===== src/rtl/pwm_tick_pkg.sv =====
package pwm_tick_pkg;
  localparam int NUM_TAPS   = 11;
  localparam int NUM_DIV    = 2;
  localparam int NUM_SRC    = NUM_TAPS + NUM_DIV;
  localparam int SEL_W      = 4;
  localparam int RATIO_W    = 8;
  localparam int CFG_W      = 32;
  localparam int DIV_STRIDE = 16;
  localparam int RATIO_LSB  = 0;
  localparam int TSEL_LSB   = 8;

  typedef struct packed {
    logic [SEL_W-1:0]   tap_sel;
    logic [RATIO_W-1:0] ratio;
  } div_cfg_t;
endpackage


===== src/rtl/tick_rst_sync.sv =====
module tick_rst_sync #(
  parameter int STAGES = 2
) (
  input  logic clk,
  input  logic rst_n,
  output logic rst_n_sync
);
  logic [STAGES-1:0] sync_q;
  logic [STAGES-1:0] sync_nxt;

  always_comb begin
    sync_nxt = {sync_q[STAGES-2:0], 1'b1};
  end

  always_ff @(posedge clk or negedge rst_n) begin
    if (!rst_n) sync_q <= '0;
    else        sync_q <= sync_nxt;
  end

  assign rst_n_sync = sync_q[STAGES-1];
endmodule


===== src/rtl/tick_prescaler.sv =====
module tick_prescaler #(
  parameter int NTAP = 11
) (
  input  logic            clk,
  input  logic            rst_n,
  output logic [NTAP-1:0] taps
);
  localparam int CW = NTAP - 1;

  logic          run_q, run_nxt;
  logic [CW-1:0] cnt_q, cnt_nxt;

  always_comb begin
    run_nxt = 1'b1;
    cnt_nxt = cnt_q;
    if (run_q) cnt_nxt = cnt_q + CW'(1);
  end

  always_ff @(posedge clk or negedge rst_n) begin
    if (!rst_n) begin
      run_q <= 1'b0;
      cnt_q <= '0;
    end else begin
      run_q <= run_nxt;
      cnt_q <= cnt_nxt;
    end
  end

  assign taps[0] = run_q;

  for (genvar k = 1; k < NTAP; k++) begin : g_tap
    assign taps[k] = run_q & (&cnt_q[k-1:0]);


    tap_single_cycle_chk: assert property (@(posedge clk) disable iff (!rst_n)
      taps[k] |=> !taps[k]);


    tap_nested_chk: assert property (@(posedge clk) disable iff (!rst_n)
      taps[k] |-> taps[k-1]);
  end


  tap0_steady_chk: assert property (@(posedge clk) disable iff (!rst_n)
    taps[0] |=> taps[0]);
endmodule


===== src/rtl/tick_lin_div.sv =====
module tick_lin_div
  import pwm_tick_pkg::*;
#(
  parameter int NTAP = NUM_TAPS
) (
  input  logic            clk,
  input  logic            rst_n,
  input  logic [NTAP-1:0] taps,
  input  logic            wr_en,
  input  div_cfg_t        wr_cfg,
  output logic            tick
);
  localparam int PADW = (2**SEL_W) - NTAP;

  div_cfg_t            cfg_q, cfg_nxt;
  logic [RATIO_W-1:0]  cnt_q, cnt_nxt;
  logic [2**SEL_W-1:0] taps_ext;
  logic                tap_in;
  logic                active;
  logic                hit;
  logic                changed;

  assign taps_ext = {{PADW{1'b0}}, taps};
  assign tap_in   = taps_ext[cfg_q.tap_sel];
  assign active   = tap_in && (cfg_q.ratio != '0);
  assign hit      = active && (cnt_q == (cfg_q.ratio - RATIO_W'(1)));
  assign changed  = wr_en && (wr_cfg != cfg_q);

  always_comb begin
    cfg_nxt = cfg_q;
    cnt_nxt = cnt_q;
    if (wr_en) cfg_nxt = wr_cfg;
    if (changed)     cnt_nxt = '0;
    else if (hit)    cnt_nxt = '0;
    else if (active) cnt_nxt = cnt_q + RATIO_W'(1);
  end

  always_ff @(posedge clk or negedge rst_n) begin
    if (!rst_n) begin
      cfg_q <= '0;
      cnt_q <= '0;
    end else begin
      cfg_q <= cfg_nxt;
      cnt_q <= cnt_nxt;
    end
  end

  assign tick = hit;


  tick_needs_tap_chk: assert property (@(posedge clk) disable iff (!rst_n)
    tick |-> tap_in);


  no_back_to_back_chk: assert property (@(posedge clk) disable iff (!rst_n)
    (tick && cfg_q.ratio > RATIO_W'(1) && !wr_en) |=> !tick);


  cfg_load_chk: assert property (@(posedge clk) disable iff (!rst_n)
    wr_en |=> (cfg_q == $past(wr_cfg)));


  bad_tap_silent_chk: assert property (@(posedge clk) disable iff (!rst_n)
    (cfg_q.tap_sel >= SEL_W'(NTAP)) |-> !tick);


  restart_chk: assert property (@(posedge clk) disable iff (!rst_n)
    changed |=> (cnt_q == '0));
endmodule


===== src/rtl/tick_src_mux.sv =====
module tick_src_mux
  import pwm_tick_pkg::*;
#(
  parameter int NSRC = NUM_SRC
) (
  input  logic            clk,
  input  logic            rst_n,
  input  logic [NSRC-1:0] src,
  input  logic [SEL_W-1:0] sel,
  output logic            tick
);
  localparam int PADW = (2**SEL_W) - NSRC;

  logic [2**SEL_W-1:0] src_ext;

  assign src_ext = {{PADW{1'b0}}, src};
  assign tick    = src_ext[sel];


  unused_code_chk: assert property (@(posedge clk) disable iff (!rst_n)
    (sel >= SEL_W'(NSRC)) |-> !tick);


  tick_has_source_chk: assert property (@(posedge clk) disable iff (!rst_n)
    tick |-> (src != '0));
endmodule


===== src/rtl/pwm_tick_gen.sv =====
module pwm_tick_gen
  import pwm_tick_pkg::*;
#(
  parameter int NUM_CH = 4
) (
  input  logic                    clk,
  input  logic                    rst_n,
  input  logic                    cfg_we,
  input  logic [CFG_W-1:0]        cfg_wdata,
  input  logic [NUM_CH*SEL_W-1:0] ch_sel,
  output logic [NUM_SRC-1:0]      src_ticks,
  output logic [NUM_CH-1:0]       ch_tick
);
  logic                rst_n_int;
  logic [NUM_TAPS-1:0] taps;
  logic [NUM_DIV-1:0]  div_ticks;

  tick_rst_sync #(.STAGES(2)) u_rst (
    .clk        (clk),
    .rst_n      (rst_n),
    .rst_n_sync (rst_n_int)
  );

  tick_prescaler #(.NTAP(NUM_TAPS)) u_pre (
    .clk   (clk),
    .rst_n (rst_n_int),
    .taps  (taps)
  );

  for (genvar d = 0; d < NUM_DIV; d++) begin : g_div
    div_cfg_t wcfg;
    assign wcfg.ratio   = cfg_wdata[d*DIV_STRIDE + RATIO_LSB +: RATIO_W];
    assign wcfg.tap_sel = cfg_wdata[d*DIV_STRIDE + TSEL_LSB +: SEL_W];

    tick_lin_div #(.NTAP(NUM_TAPS)) u_div (
      .clk    (clk),
      .rst_n  (rst_n_int),
      .taps   (taps),
      .wr_en  (cfg_we),
      .wr_cfg (wcfg),
      .tick   (div_ticks[d])
    );
  end

  assign src_ticks = {div_ticks, taps};

  for (genvar c = 0; c < NUM_CH; c++) begin : g_ch
    tick_src_mux #(.NSRC(NUM_SRC)) u_mux (
      .clk   (clk),
      .rst_n (rst_n_int),
      .src   (src_ticks),
      .sel   (ch_sel[c*SEL_W +: SEL_W]),
      .tick  (ch_tick[c])
    );
  end


  reset_quiet_chk: assert property (@(posedge clk)
    !rst_n_int |-> (src_ticks == '0));
endmodule


===== config.mk =====
export PLATFORM = sky130hd
export DESIGN_NAME = pwm_tick_gen
export DESIGN_NICKNAME = d
export VERILOG_FILES = /design/src/rtl/pwm_tick_pkg.sv /design/src/rtl/tick_rst_sync.sv /design/src/rtl/tick_prescaler.sv /design/src/rtl/tick_lin_div.sv /design/src/rtl/tick_src_mux.sv /design/src/rtl/pwm_tick_gen.sv
export SDC_FILE = /design/constraint.sdc
export NUM_CORES = 1
export LEC_CHECK = 0
export ABC_AREA = 1
export BUFFER_PORTS_ARGS = -buffer_cell sky130_fd_sc_hd__buf_2
export CAP_MARGIN = 20
export CORE_UTILIZATION = 40
export DETAILED_ROUTE_END_ITERATION = 10
export SETUP_SLACK_MARGIN = 0.02
export SLEW_MARGIN = 20
export SYNTH_ARGS = -nofsm -noshare
export SYNTH_HDL_FRONTEND = slang
export SYNTH_SLANG_ARGS = --single-unit

===== constraint.sdc =====
create_clock -name clk -period 4.7 [get_ports clk]
set_input_delay 0.47 -clock clk [delete_from_list [all_inputs] [get_ports clk]]
set_output_delay 0.47 -clock clk [all_outputs]
set_load 0.01 [all_outputs]

Word level (Yosys, flattened, before mapping). Cells that the tools add are included.

Register bits: 53. Input bits: 51. Word-level logic and storage cells: 71.

Add/sub/neg operators: 5. Order comparisons: 6. Eq/ne operators: 4. Multiplexer cells: 18. Bitwise logic cells: 10. Reduce and logical (&&, ||, !) cells: 19.

Operators by type and width (count): two-way mux 8 bit (6); < comparator 4 x 5 -> 1 bit (second input constant) (6); binary-select mux 1 bit (select 4 bit) (6); inequality test 12 bit (2); adder 8 x 1 -> 8 bit (second input constant) (2); == test 8 bit (2); nonzero test 8 bit (2); subtractor 8 x 1 -> 8 bit (second input constant) (2); adder 10 x 1 -> 10 bit (second input constant) (1); bitwise AND 1 bit (10); AND reduction 10 bit (1); AND reduction 9 bit (1); AND reduction 8 bit (1); AND reduction 7 bit (1); logical AND 1 bit (6); two-way mux 1 bit (6); AND reduction 6 bit (1); nonzero test 3 bit (2); AND reduction 5 bit (1); AND reduction 4 bit (1); AND reduction 3 bit (1); AND reduction 2 bit (1).

Logic depth before layout (Yosys ltp).
Depth in word-level cells: 8. Gate-level depth with buffers: 18. Mapped depth without buffers: 17.

Cells and area by module. A second synthesis with hierarchy kept.

Cells, all modules: 736. Area, all modules: 4558.1 µm².

Modules (own cells, without submodules): tick_lin_div (instances 2, cells an instance 244, area an instance 1605.3 µm², sequential area each 500.5 µm²); tick_src_mux (instances 4, cells an instance 41, area an instance 168.9 µm², sequential area each 0.0 µm²); tick_prescaler (instances 1, cells an instance 81, area an instance 618.1 µm², sequential area each 275.3 µm²); tick_rst_sync (instances 1, cells an instance 3, area an instance 53.8 µm², sequential area each 50.0 µm²).

Worst setup path before layout. Ideal clock, no wire load.

Path type: reg-to-output. From: register u_pre.cnt_q[0]. To: output ch_tick[2]. Arrival: 2.294 ns. Data required time: 4.230 ns. Path slack: 1.936 ns. Cell stages (with the launch flop): 18. Path buffers: 1. Cell sequence: dfrtp_1 -> ha_1 -> nand2_1 -> nor4_1 -> ha_1 -> nand2_1 -> nand2_1 -> nand2_1 -> o21ai_0 -> nand3_2 -> a21oi_4 -> nand2_4 -> nand2_1 -> nand2_1 -> nand2_1 -> nand2_1 -> nand2_1 -> buf_4.

Cells in the longest elaborated chain, start to end: 8.

RTL lines: start: declaration (RTL line tick_prescaler.sv:11) `logic [CW-1:0] cnt_q, cnt_nxt;`; start signal: assignment (RTL line tick_prescaler.sv:25) `cnt_q <= cnt_nxt;`; AND reduction 10 bit (tied with other cells) (RTL line tick_prescaler.sv:32) `assign taps[k] = run_q & (&cnt_q[k-1:0]);`; bitwise AND 1 bit (RTL line tick_prescaler.sv:32); binary-select mux 1 bit (select 4 bit) (RTL line tick_lin_div.sv:24) `assign tap_in = taps_ext[cfg_q.tap_sel];`; two-way mux 1 bit (implied by the code) (RTL line tick_lin_div.sv:24); logical AND 1 bit (RTL line tick_lin_div.sv:25) `assign active = tap_in && (cfg_q.ratio != '0);`; logical AND 1 bit (RTL line tick_lin_div.sv:26) `assign hit = active && (cnt_q == (cfg_q.ratio - RATIO_W'(1)));`; binary-select mux 1 bit (select 4 bit) * (RTL line tick_src_mux.sv:17) `assign tick = src_ext[sel];`; two-way mux 1 bit (implied by the code) * (RTL line tick_src_mux.sv:17); end: declaration (RTL line pwm_tick_gen.sv:12) `output logic [NUM_CH-1:0] ch_tick`.

Mark *: on every way between the ends. The rest lies on a longest branch, timed or not. The select of a mux whose other input is x is not followed.

Worst setup path in the final report. Ends and elaborated chain as after synthesis.

==> flow_summary.yaml <==
clock_network:
  cts_root_buf: "clkbuf_8"
  cts_setup_buffers: 0
  clkSlewWorstSetupHoldPaths_ns: 0.09
  clkSinkCount: 53
  cts_tree: "done"
  cts_hold_buf: 1
  ctsResizeCount: 0
  worstSkewPairLatency_ns: 0.31
  htreeDepth: 2
  cts_buffer_depth: 2
  cts_buffers: 5
yosys:
  synth_seq_cells: 53
  synthSimpleGateAreaFrac_pct: 32.1
  mappedNetlistArea_um2: 4160
  synth_top_family_by_area: "simple AND/OR/NAND/NOR gates"
  synth_adder_area_share_pct: 3.00
  synthFlopType: "dfrtp_1"
  netlist-cell-type-count: 40
  synthMuxAreaShare_pct: 0.541
  synth_area_per_cell_um2: 6.89
  synth-edff-count: 0
  async_flop_share_pct: 100
  syn_inst: 604
  synth_xor_xnor_area_share_pct: 9.25
  synth-seq-area-share_pct: 31.9
  ys.warnings.count: 0
  synth_compound_area_share_pct: 12.4
route:
  drt-total-wl_um: 10400
  drc_errors: 0
  drtIter0Drc: 188
  vias: 3950
  wl_per_cell_um: 13.2
  ant_nets: 0
  vias_per_cell: 5.01
  firstDrtPassIters: 4
floorplan:
  dieArea_um2: 10800
  die_x_um: 104
  die_h_um: 104
  io_pins: 68
  start_util_pct: 42.0
  num_rows: 36
  core_um2: 9910
grt:
  track_usage_pct: 19.8
  gr-total-overflow: 0
  grt_pass1_vias: 3718
  grt_pass1_wl_um: 17500
  antenna_found_initial: 0
  grt_max_degree: 52
place:
  place_area_um2: 4520
  pre_cts_ws_ns: 1.32
  place.gp.congestion: 0.848
  dp_hpwl_um: 7840
  port_buffers: 59
final_layout:
  final_common_cell: "nand2_1"
  seqCellArea_um2: 1330
  final_nets: 716
  drive_gt1_share_pct: 14.8
  multiInputGateArea_um2: 2390
  n_fill_cell: 1066
  fin_area_um2: 4640
  antenna_cells: 0
  utilization_pct: 46.9
  syn_to_final_growth_pct: 11.5
  layout_common_cells: "nand2_1 (162), inv_1 (81), buf_2 (59)"
power:
  p_per_area_nw_per_um2: 265
  p_leak_nw: 2.46
  ir_worst_vdd_mv: 0.146
sta:
  fin_setup_tns_ns: 0
  worst_slack_ns: 1.02
  clock.fmax_mhz: 271
  holdWs_ns: 0.362
  rsz0062_at_grt: "no"
  slew_headroom_pct: 49.2
  setup_violations: 0
  finalHoldViolations: 0
  clock_skew_ns: 0.0136
  drv_slew: 0
  finalCritPeriodShare_pct: 78.4
  worstMarginPinSlew_ns: 0.761
  min_period_ns: 3.68
setup_path:
  critPathLaunchType: "register"
  crit_path_end_kind: "output pin"
  crit_path_frequent_cell: "nand2_1"
  arrival_ns: 3.21
  path_class: "reg -> out"
  cp_max_fo: 11
  cp_cell_sequence: "ha_1, nand2_1, nor4_1, ha_1, nand2_1, inv_1, nand2_1, a21oi_1, a21oi_1, nor2_2, nand3_1, a21oi_1, nand2_1, nand2_1, buf_2"
  max_stage_delay_ns: 0.48
  crit_required_ns: 4.23
  cp_slowest_cell: "dfrtp_1"
run:
  drv_cap: 0
run_status:
  status: "completed"
hold_path:
  hp-class: "reg -> reg"
## critical path, delay by kind of cell (launching register included)
kind,cells,cell delay [ns]
compound gates,3,0.36
simple gates,8,1.24
flops,1,0.48
buf+inv,2,0.29
fa+ha+maj,2,0.53
## registers in the layout (all words and copies together), names as in the netlist
name               count
g_div.u_div.cfg_q     24
g_div.u_div.cnt_q     16
u_pre.cnt_q           10
u_rst.sync_q           2
u_pre.run_q            1
## routing by layer
metal / track usage [%] / routed length, um / vias to the layer above
met4: 3.88 / 68 / 0
met3: 3.07 / 514 / 6
met5: 0 / 0 / -
met1: 27.3 / 4960 / 1816
li1: - / - / 2036
met2: 33.0 / 4830 / 92
## synthesized netlist by cell type (3+ instances only)
| master | instances | area [um2] |
|---|---|---|
| a21oi_1 | 32 | 160 |
| buf_4 | 8 | 60.1 |
| clkbuf_1 | 8 | 30.0 |
| dfrtp_1 | 53 | 1330 |
| ha_1 | 10 | 125 |
| inv_1 | 81 | 304 |
| inv_2 | 6 | 22.5 |
| nand2_1 | 162 | 608 |
| nand2_2 | 4 | 25.0 |
| nand2_4 | 3 | 33.8 |
| nand3_1 | 53 | 265 |
| nand4_1 | 12 | 75.1 |
| nor2_1 | 37 | 139 |
| nor3_1 | 8 | 40.0 |
| o211ai_1 | 7 | 52.6 |
| o21ai_0 | 47 | 235 |
| xnor2_1 | 23 | 201 |
| xor2_1 | 21 | 184 |
## report_power, final
group	internal, mW	switching, mW	leakage, nW
Combinational	0.133	0.209	1.74
Clock	0.160	0.161	0.0554
Sequential	0.502	0.0650	0.666
## layout make-up
| cell class | instances | area share, % |
|---|---|---|
| multi-input combinational | 446 | 51.6 |
| sequential | 53 | 28.6 |
| inverter | 88 | 7.14 |
| timing repair buffer | 61 | 6.73 |
| tap | 133 | 3.58 |
| clock buffer | 6 | 1.56 |
| clock inverter | 2 | 0.835 |
## kinds of logic (layout without fill, tap and decap cells)
family          Yosys count  in the layout
simple gates            294            294
buf+inv                 106            157
compound gates           94             94
flops                    53             53
xor+xnor                 44             44
fa+ha+maj                10             10
mux                       2              2
other cells               1              2
## worst paths after layout
| kind | slack [ns] | to | start | depth (start not counted) |
|---|---|---|---|---|
| worst max-delay path | 1.02 | ch_tick[2] | u_pre.cnt_q[0] | 15 |
| worst max register to register | 1.62 | g_div[1].u_div.cnt_q[5] | u_pre.cnt_q[0] | 15 |
| worst min register to register | 0.36 | u_rst.sync_q[1] | u_rst.sync_q[0] | 0 |
| min in group asynchronous | 0.40 | u_pre.run_q | u_rst.sync_q[1] | 1 |
| max in group asynchronous | 3.84 | u_pre.cnt_q[0] | u_rst.sync_q[1] | 1 |
| worst min-delay path | 0.36 | u_rst.sync_q[1] | u_rst.sync_q[0] | 0 |
## per-stage QoR
stage          std cells  power, mW
2_1_floorplan        605      0.825
3_3_place_gp         780      0.908
3_5_place_dp         780      0.917
4_1_cts              789       1.25
5_1_grt              789       1.32
6_report             789       1.23
No activity file was read; power rests on OpenSTA's default activity.
